[src/rtl/rc_thermo_pkg.sv]
package rc_thermo_pkg;
  localparam int DEF_ROW_BITS = 2;
  localparam int DEF_COL_BITS = 2;

  // Number of thermometer lines for a field of the given width:
  // one line per level plus a terminating line that is always low.
  function automatic int therm_lines(input int bits);
    return (1 << bits) + 1;
  endfunction
endpackage

[src/rtl/rc_therm_lines.sv]
module rc_therm_lines #(
  parameter int BITS = 2,
  localparam int LEVELS = 1 << BITS
) (
  input  logic [BITS-1:0] val,
  output logic [LEVELS:0] lines
);
  // lines[j] is high when val >= j; lines[0] is always high and
  // lines[LEVELS] is always low, which closes the XOR chain.
  always_comb begin
    for (int j = 0; j <= LEVELS; j++) begin
      lines[j] = ({1'b0, val} >= (BITS+1)'(j));
    end
  end
endmodule

[src/rtl/rc_cell_logic.sv]
module rc_cell_logic (
  input  logic row_lo,   // row line at this cell's row
  input  logic row_hi,   // row line one above
  input  logic col_lo,   // column line at this cell's column
  input  logic col_hi,   // column line one above
  output logic on_en,
  output logic interp_en
);
  logic row_act;
  logic col_act;

  always_comb begin
    row_act   = row_lo ^ row_hi;
    col_act   = col_lo ^ col_hi;
    // row fully passed, or active row with column passed
    on_en     = row_hi | (row_act & col_hi);
    interp_en = row_act & col_act;
  end
endmodule

[src/rtl/rc_thermo_decoder.sv]
module rc_thermo_decoder
  import rc_thermo_pkg::*;
#(
  parameter int ROW_BITS = DEF_ROW_BITS,
  parameter int COL_BITS = DEF_COL_BITS,
  localparam int ROWS  = 1 << ROW_BITS,
  localparam int COLS  = 1 << COL_BITS,
  localparam int CELLS = ROWS * COLS,
  localparam int IDX_W = ROW_BITS + COL_BITS
) (
  input  logic             clk,
  input  logic             rst,
  input  logic [IDX_W-1:0] seg_idx,
  output logic [CELLS-1:0] cell_on,
  output logic [CELLS-1:0] cell_interp
);
  logic [ROWS:0]      row_lines;
  logic [COLS:0]      col_lines;
  logic [CELLS-1:0]   on_d;
  logic [CELLS-1:0]   interp_d;

  rc_therm_lines #(.BITS(ROW_BITS)) u_row_dec (
    .val   (seg_idx[IDX_W-1:COL_BITS]),
    .lines (row_lines)
  );

  rc_therm_lines #(.BITS(COL_BITS)) u_col_dec (
    .val   (seg_idx[COL_BITS-1:0]),
    .lines (col_lines)
  );

  for (genvar r = 0; r < ROWS; r++) begin : g_row
    for (genvar c = 0; c < COLS; c++) begin : g_col
      rc_cell_logic u_cell (
        .row_lo    (row_lines[r]),
        .row_hi    (row_lines[r+1]),
        .col_lo    (col_lines[c]),
        .col_hi    (col_lines[c+1]),
        .on_en     (on_d[r*COLS + c]),
        .interp_en (interp_d[r*COLS + c])
      );
    end
  end

  // common output register: every cell control moves on one edge
  always_ff @(posedge clk) begin
    if (rst) begin
      cell_on     <= '0;
      cell_interp <= '0;
    end else begin
      cell_on     <= on_d;
      cell_interp <= interp_d;
    end
  end
endmodule

[config.mk]
export PLATFORM = sky130hd
export DESIGN_NAME = rc_thermo_decoder
export DESIGN_NICKNAME = d
export VERILOG_FILES = /design/src/rtl/rc_thermo_pkg.sv /design/src/rtl/rc_therm_lines.sv /design/src/rtl/rc_cell_logic.sv /design/src/rtl/rc_thermo_decoder.sv
export SDC_FILE = /design/constraint.sdc
export NUM_CORES = 1
export LEC_CHECK = 0
export BUFFER_PORTS_ARGS = -buffer_cell sky130_fd_sc_hd__buf_4
export CAP_MARGIN = 20
export CORE_UTILIZATION = 25
export CTS_CLUSTER_SIZE = 25
export DETAILED_ROUTE_END_ITERATION = 7
export GPL_TIMING_DRIVEN = 0
export PLACE_DENSITY_LB_ADDON = 0.1
export SYNTH_ARGS = -nofsm -noshare
export SYNTH_HDL_FRONTEND = slang
export SYNTH_SLANG_ARGS = --single-unit
[constraint.sdc]
create_clock -name clk -period 1 [get_ports clk]
set_clock_uncertainty 0.2 [all_clocks]
set_input_delay 0.2 -clock clk [delete_from_list [all_inputs] [get_ports clk]]
set_output_delay 0.2 -clock clk [all_outputs]
set_load 0.005 [all_outputs]
==> results list, run 1 <==
- The flow ran to the end, but the final reports show violations.
* Violated checks: negative hold slack, negative setup slack
- Entering global routing, the biggest net connects 11 pins.
* Number of nets produced by synthesis: 90
- A synthesized cell averages roughly 10 um^2.
- Ratio of total power to cell area: 1540 nW/um^2
- Clock-pin slew was measured on the worst setup and hold paths at approximately 0.080 ns.
* Storage cell area: 621 um^2
* Final antenna-violating net count: 0
* Sequential-to-total area share from yosys stat: 0.687
* Unique masters post-synth: 17
- Placer Congestion: 0.733
- Of the total power, the share spent switching nets is 0.218.
- Slowest library cell on the worst path: sky130_fd_sc_hd__dfxtp_2
- By area the synthesized netlist is led by sky130_fd_sc_hd__dfxtp_1, sky130_fd_sc_hd__nor2_1, sky130_fd_sc_hd__nand2b_1.
* Drt first-iter violations: 11
- Summing all multi-input logic gate instances after layout gives 243 um^2.
- Critical path peak fanout: 2
- IO Pins: 38
- Tracing the worst setup path back leads to its startpoint at cell_on[14].
- Of the total power, the clock network draws 0.293.
- Post-synth top area share: 0.687
* Hold WC Path Type: primary input to flop
- Final net count: 133
- Final setup violation count: 31
- Dominant combinational cell family by area after synthesis: simple AND/OR/NAND/NOR gates
- Critical Path Start Type: flop
- Per-cell routed wire length: slightly above 10 um
- The first detailed-routing pass ran for 4 iterations.
- After layout, the minimum clock period comes to about 1.2 ns.
- Among cell families on the critical path, the largest total delay comes from flip-flops.
* Final routed wirelength across all metal layers: 1.76 mm
- DPL Wire Length: 1.26 mm
- Among the stages of the critical path, the cell type that occurs most often is sky130_fd_sc_hd__buf_6.
- Xor and xnor fraction of the mapped netlist area: 0
* Cell chain of the critical path: buf_6 > buf_6
- Final Total Pwr: just over 2 mW
- The share of total power dissipated in combinational logic is 0.101.
- DRC violations left: 0
- The compound-gate portion of the synthesized area is 0.0343.
- Worst hold slack: -0.0212 ns
- Setup WS post-layout: -0.243 ns
- The tree built by TritonCTS fans out to 30 sinks.
- The number of antenna diodes in the final layout is 0.
- Synth Cell Area: 875 um^2
- Port buffer count: 36
* Gate Count Post-Synth: 84
- Detail-routed via count per cell: 3.95
- Final-report hold violation count: 5
- Summed over all cells, the static leakage comes to 0.600 nW.
- Share of cell area taken by muxes after synthesis: 0
- The initial antenna violation count came to 0.
- Peak Freq: 804 MHz
- Post-route clock period utilization: 1.24
- The number of buffers and inverters on the critical path is 2.
* Number of max-capacitance violations reported: 0
- RSZ-0062 raised after global routing: yes
- STA puts the critical path data required time at 0.60 ns.
* Worst Path Arrival: between 0.8 and 0.9 ns
- Overall overflow remaining after global route: 0
* Capture point of the critical path: cell_on[14]
- The H-tree was split into 2 levels.
* Crit. End Element: primary output
* Largest incremental delay on the critical path: ~0.33 ns
- Fill cells in the final layout number ~340.
- During synthesis, Yosys emitted a total of 0 warnings.
- Category of the most critical setup path: flop to primary output
* Cell-internal power: 1.62 mW
- Wire length of the first global-routing pass: 2.63 mm
- After routing the design area is 1350 um^2.
- Worst vdd rail ir drop: 0.000600 V
- In the global route stage, overall resource usage came out at 0.106.
- Final sum of negative setup slack: -4.36 ns
- The longest clock path from root to sink contains 2 buffers.
- In the final layout, the share of cells above drive strength 1 is 0.535.
* Most used cells in the layout excluding fill and tap cells: sky130_fd_sc_hd__nor2_1, sky130_fd_sc_hd__buf_4, sky130_fd_sc_hd__buf_6, sky130_fd_sc_hd__dfxtp_2, sky130_fd_sc_hd__dfxtp_1
- The initial utilization of the core area, before any placement, comes to 0.262.
* Vias in the first global route: 567
* TritonCTS Buffers: 5
- Adder-cell share of the synthesized area: 0
* Dominant cell type by area after synthesis: sky130_fd_sc_hd__dfxtp_1
* Simple-gate portion of the synthesized area: 0.230
* Sequential share of power: 0.606
* Core region area: 3340 um^2
- CTS Root Cell: sky130_fd_sc_hd__clkbuf_4
- Commonest non-fill, non-tap cell in the layout: sky130_fd_sc_hd__nor2_1
- Post-synthesis sequential element count: 30
- Total net switching power: approximately 0.45 mW
* Via count of the routed design: 684
- TritonCTS built the clock tree.
- Die outline area: 3740 um^2
* Die span in x: 61.1 um
- Total cell area at the placement stage: 1220 um^2
* WP depth: 2
- The floorplan has 21 rows.
- The number of max-slew violations in the final report came to 0.
- P&R area growth vs syn: 54.2%
- The floorplan step set the die height to 61.1 um.
-- through the flow --
step / util / worst slack, ns / std cells
after detailed placement: 0.366 / -0.264 / 166
after CTS: 0.388 / -0.257 / 173
final: 0.404 / -0.243 / 173
after global routing: 0.404 / -0.281 / 173
after global placement: 0.366 / -0.248 / 166
after floorplan: - / -0.00952 / 84
-- Yosys cell counts --
| cell | number |
|---|---|
| sky130_fd_sc_hd__nand2_1 | 2 |
| sky130_fd_sc_hd__buf_2 | 4 |
| sky130_fd_sc_hd__nor2_1 | 22 |
| sky130_fd_sc_hd__dfxtp_1 | 30 |
| sky130_fd_sc_hd__or3b_4 | 1 |
| sky130_fd_sc_hd__inv_1 | 1 |
| sky130_fd_sc_hd__nand2b_1 | 4 |
| sky130_fd_sc_hd__a21oi_1 | 4 |
| sky130_fd_sc_hd__nor3b_1 | 1 |
| sky130_fd_sc_hd__buf_4 | 2 |
| sky130_fd_sc_hd__o21ai_0 | 2 |
| sky130_fd_sc_hd__nand3b_1 | 1 |
| sky130_fd_sc_hd__nor3_2 | 2 |
| sky130_fd_sc_hd__nor3_1 | 5 |
| sky130_fd_sc_hd__or3b_1 | 1 |
| sky130_fd_sc_hd__or3_1 | 1 |
| sky130_fd_sc_hd__conb_1 | 1 |
-- power by group through the flow --
stage	clock (mW)	sequential [mW]	combinational [mW]
2_1_floorplan	0	1.28	0.0842
3_3_place_gp	0	1.28	0.198
3_5_place_dp	0	1.28	0.198
4_1_cts	0.642	1.25	0.203
5_1_grt	0.697	1.26	0.236
6_report	0.608	1.26	0.210
-- sequential cells by signal, indices dropped and copies added (netlist names) --
signal       flops
cell_interp     15
cell_on         15
-- cell type report --
cell class              count  area share
inverters                   1     0.00278
well taps                  46      0.0427
plain buffers               6      0.0362
repair buffers             36       0.245
multi-input cells          47       0.180
flip-flops and latches     30       0.460
clock buffers               7      0.0334
-- what timing repair did --
action | 4_1_cts | 5_1_grt
setup buffers | 0 | 0
resized for setup | 11 | 22
endpoints found under the hold margin | 13 | 6
pin swaps | 0 | 0
endpoints found under the setup margin | 31 | 31
-- metal layers --
layer | share of wire | GRT usage | routed length, um | vias to the layer above
met4 | 0.026 | 0.0877 | 45 | 0
met2 | 0.48 | 0.146 | 843 | 29
li1 | - | - | - | 353
met1 | 0.42 | 0.126 | 738 | 297
met5 | 0 | 0 | 0 | -
met3 | 0.077 | 0.0462 | 135 | 5
-- worst min path at each step --
stage                from  depth (start not counted)              to  slack (ns)
4_1_cts        seg_idx[0]                          3      cell_on[8]       -0.03
3_5_place_dp   seg_idx[0]                          3      cell_on[8]        0.30
2_1_floorplan  seg_idx[0]                          2      cell_on[8]        0.12
5_1_grt        seg_idx[1]                          3  cell_interp[5]      -0.006
6_report       seg_idx[0]                          3      cell_on[8]       -0.02
3_3_place_gp   seg_idx[0]                          3      cell_on[8]        0.30
-- logic make-up after synthesis --
group                  Yosys count
AO/OA/AOI/OAI                    6
buffers and inverters            7
other                            1
AND/OR/NAND/NOR                 40
flip-flops                      30
No activity file was read; power rests on OpenSTA's default activity.
==> run 2, diff against run 1 <==
--- a/config.mk
+++ b/config.mk
@@ -5,12 +5,14 @@
 export SDC_FILE = /design/constraint.sdc
 export NUM_CORES = 1
 export LEC_CHECK = 0
+export ABC_AREA = 1
 export BUFFER_PORTS_ARGS = -buffer_cell sky130_fd_sc_hd__buf_4
 export CAP_MARGIN = 20
 export CORE_UTILIZATION = 25
 export CTS_CLUSTER_SIZE = 25
 export DETAILED_ROUTE_END_ITERATION = 7
 export GPL_TIMING_DRIVEN = 0
+export MAX_ROUTING_LAYER = met4
 export PLACE_DENSITY_LB_ADDON = 0.1
 export SYNTH_ARGS = -nofsm -noshare
 export SYNTH_HDL_FRONTEND = slang
==> run 2 against run 1 <==
Effect of this change: the flow still finishes with violations (negative hold slack, negative setup slack); critical path depth unchanged; power decreased by 0.61%; first-iteration DRC count rose by 91%; global-route usage is 1.5 points higher; worst setup slack got worse by 0.015 ns; worst hold slack worse by 0.093 ns; sequential power about the same; design area down 4.7%; cell count stayed put; flip-flop and latch count did not move; highest routed layer unchanged.
==> results list, run 2 <==
* Per-cell routed wire length: 10.5 um (was 10.2 um)
* Final sum of negative setup slack: -4.47 ns (was -4.36 ns)
- Commonest cells in the synthesized netlist: sky130_fd_sc_hd__dfxtp_1, sky130_fd_sc_hd__nor2_1, sky130_fd_sc_hd__nand2_1 (was sky130_fd_sc_hd__dfxtp_1, sky130_fd_sc_hd__nor2_1, sky130_fd_sc_hd__nor3_1)
- The number of max-slew violations in the final report was 0 (unchanged).
* Final-report hold violation count: 8 (was 5)
* DRC violations left: 0 (unchanged)
- The count of cell types in the netlist came to 11 (was 17).
- The number of optimization iterations in the first detailed-route pass is 2 (was 4).
- The number of enable flip-flop cells after synthesis was 0 (unchanged).
- The number of H-tree levels is 2 (unchanged).
* Ratio of total power to cell area: 1600 nW/um^2 (was 1540 nW/um^2)
* Total buffers and inverters traversed by the critical path: 2 (unchanged)
- Placement row count: 20 (was 21)
- The cell with the largest stage delay on the worst path is sky130_fd_sc_hd__dfxtp_2 (unchanged).
- Peak Freq: 795 MHz (was 804 MHz)
- The total grt overflow came to 0 (unchanged).
* Height of the die: 60.0 um (was 61.1 um)
* Sequential-to-total area share from yosys stat: 0.713 (was 0.687)
- Wire length of the first global-routing pass: 2.84 mm (was 2.63 mm)
- Post-layout utilization of the core: 0.411 (was 0.404)
* IO Pins: 38 (unchanged)
- Async set or reset register ratio after synthesis: 0 (unchanged)
- The number of warnings issued by yosys was 0 (unchanged).
- Leading post-synthesis cells by cell area: sky130_fd_sc_hd__dfxtp_1, sky130_fd_sc_hd__nor2_1, sky130_fd_sc_hd__nand2_1 (was sky130_fd_sc_hd__dfxtp_1, sky130_fd_sc_hd__nor2_1, sky130_fd_sc_hd__nand2b_1).
- The required time at the endpoint of the critical path came to 0.60 ns (about the same).
* Most used flip-flop cell after synthesis: sky130_fd_sc_hd__dfxtp_1 (unchanged)
- Category of the most critical setup path: flop to primary output (unchanged)
- Number of buffers added to fix hold violations after cts: 1
* P&R area growth vs syn: 52.6% (was 54.2%)
* Share of post-route cells with drive strength above 1: 0.442 (was 0.535)
* Clock buffer depth: 2 (unchanged)
- Cell with the most instances after synthesis: sky130_fd_sc_hd__dfxtp_1 (unchanged)
* Placer Congestion: 0.710 (was 0.733)
* Cell chain of the critical path: buf_6 > buf_6 (unchanged)
- The share of the clock period used by the worst path came to 1.26 (was 1.24).
* Storage cell area: 616 um^2 (was 621 um^2)
* Final worst path period need: 1.26 ns (was 1.24 ns)
- CTS tree: built (unchanged)
* Dominant cell type by area after synthesis: sky130_fd_sc_hd__dfxtp_1 (unchanged)
- The number of vias after detailed routing is 657 (was 684).
* Final Total Pwr: 2.06 mW (was 2.07 mW)
- Core region area: 3130 um^2 (was 3340 um^2)
- The worst hold-check slack came to -0.114 ns (was -0.0212 ns).
- The vias per cell came to 3.80 (was 3.95).
- Post-Syn Area per Cell: 9.79 um^2 (was 10.4 um^2)
* Regs by FF count: cell_interp (15), cell_on (15) (unchanged)
- Setup WS post-layout: -0.258 ns (was -0.243 ns)
* Critical Path Start Type: flop (unchanged)
* Ant. Diodes: 0 (unchanged)
- The area of all placed cells without fillers was 1280 um^2 (was 1350 um^2).
* Final setup violation count: 31 (unchanged)
- Area occupied by multi-input gates: 188 um^2 (was 243 um^2)
- Leakage Power: 0.615 nW (was 0.600 nW)
- Port buffer count: 35 (was 36)
* Number of max-capacitance violations reported: 0 (unchanged)
- The die width came to 60.0 um (was 61.1 um).
- Most common cell on crit path: sky130_fd_sc_hd__buf_6 (unchanged)
- RSZ-0062 raised after global routing: yes (unchanged)
- Largest net degree at the start of global routing: 11 (unchanged)
- Number of inserted filler cells in the final layout: 328 (was 344)
- Initial core utilization: 0.269 (was 0.262)
- Largest incremental delay on the critical path: 0.33 ns (about the same)
* Cell family contributing the most delay on the critical path: flip-flops (unchanged)
* Worst Path Arrival: 0.86 ns (was 0.84 ns)
- TritonCTS Buffers: 5 (unchanged)
- Result of the run: finished, violations left (unchanged).
- The critical path capture point type is a primary output (unchanged).
- Total cell area at the placement stage: 1160 um^2 (was 1220 um^2)
- Final routed wirelength across all metal layers: 1.81 mm (was 1.76 mm)
- The origin of the worst min-delay path was rst (was seg_idx[0]).
- The worst-case vdd ir drop came to 0.000728 V (was 0.000600 V).
- Post-synth top area share: 0.713 (was 0.687)
- The number of nets produced by synthesis is 92 (was 90).
- The number of global-route vias before repair is 610 (was 567).
- Violated checks: negative hold slack, negative setup slack (unchanged).
* Sinks on Clock Net: 30 (unchanged)
- Drt first-iter violations: 21 (was 11)
- Post-CTS setup-driven buffer insertion count: 0 (unchanged)
* Post-synthesis sequential element count: 30 (unchanged)
- Gate Count Post-Synth: 86 (was 84)
* Final net count: 135 (was 133)
- CTS Root Cell: sky130_fd_sc_hd__clkbuf_4 (unchanged)
* Final antenna-violating net count: 0 (unchanged)
- The global router's overall resource usage came to 0.121 (was 0.106).
- Commonest non-fill, non-tap cell in the layout: sky130_fd_sc_hd__buf_4 (was sky130_fd_sc_hd__nor2_1)
- Clock slew at the register clock pins of the worst setup and hold paths: 0.08 ns (about the same)
- Endpoint of the worst hold path: cell_on[2] (was cell_on[8])
* Number of antenna violations at the first check in global routing: 0 (unchanged)
* DPL Wire Length: 1.27 mm (was 1.26 mm)
- The critical-path maximum fanout was 2 (unchanged).
- The cell area after synthesis came to 842 um^2 (was 875 um^2).
* Hold WC Path Type: primary input to flop (unchanged)
* Die outline area: 3600 um^2 (was 3740 um^2)
- Most used cells in the layout excluding fill and tap cells: sky130_fd_sc_hd__buf_4, sky130_fd_sc_hd__nor2_1, sky130_fd_sc_hd__dfxtp_1, sky130_fd_sc_hd__buf_6, sky130_fd_sc_hd__nand2_1 (was sky130_fd_sc_hd__nor2_1, sky130_fd_sc_hd__buf_4, sky130_fd_sc_hd__buf_6, sky130_fd_sc_hd__dfxtp_2, sky130_fd_sc_hd__dfxtp_1)
- Number of cells on the worst hold path: 2 (was 3)
-- run 2: changes by cell type after synthesis, sizes merged --
cell / previous run / this run
nor3b: 1 / 0
nand2: 2 / 13
nand3b: 1 / 0
or3: 1 / 0
nor2: 22 / 20
a21oi: 4 / 6
nor3: 7 / 3
or3b: 2 / 0
inv: 1 / 8
buf: 6 / 3
nand2b: 4 / 0
-- run 2: power breakdown --
| group | internal (mW) | leakage [nW] | switching (mW) |
|---|---|---|---|
| clock | 0.264 | 0.0254 | 0.356 |
| sequential | 1.24 | 0.251 | 0.0136 |
| combinational | 0.0984 | 0.338 | 0.0902 |
| total | 1.60 | 0.615 | 0.459 |
-- run 2: metal layers --
metal | wire length (um) | share of wire | global-route usage
met1 | 795 | 0.44 | 0.128
met2 | 796 | 0.44 | 0.168
met3 | 174 | 0.096 | 0.0779
met4 | 44 | 0.024 | 0.0698
met5 | 0 | 0 | -
-- run 2: layout make-up --
cell class | instances | area share
Sequential cell | 30 | 0.479
Multi-Input combinational cell | 45 | 0.146
Buffer | 3 | 0.0234
Inverter | 8 | 0.0234
Clock buffer | 7 | 0.0351
Timing Repair Buffer | 36 | 0.250
Tap cell | 44 | 0.0428
-- run 2: repair_timing --
item	in CTS	in global routing
endpoints found under the setup margin	31	32
gates resized for setup	4	23
endpoints found under the hold margin	9	8
pin swaps	0	0
-- run 2: cell families after synthesis --
group / count (synthesis) / synth area share
flops: 30 / 0.713
compound gates: 8 / 0.0476
simple gates: 36 / 0.168
other cells: 1 / 0.00445
buf+inv: 11 / 0.0669
-- run 2: worst max-delay path by stage --
stage | startpoint | end | slack [ns] | depth (start not counted)
CTS | cell_on[14] | cell_on[14] | -0.27 | 2
floorplan | rst | cell_on[4] | 0.06 | 4
finish | cell_on[14] | cell_on[14] | -0.26 | 2
global route | cell_on[14] | cell_on[14] | -0.30 | 2
detailed placement | seg_idx[0] | cell_interp[4] | -0.18 | 4
global placement | seg_idx[0] | cell_interp[0] | -0.18 | 4
-- run 2: metrics by stage --
| step | worst slack [ns] | hold slack, ns | cells |
|---|---|---|---|
| finish | -0.258 | -0.114 | 173 |
| global route | -0.301 | -0.126 | 173 |
| CTS | -0.273 | -0.128 | 173 |
| detailed placement | -0.183 | 0.218 | 165 |
| global placement | -0.175 | 0.218 | 165 |
| floorplan | 0.0573 | 0.119 | 86 |
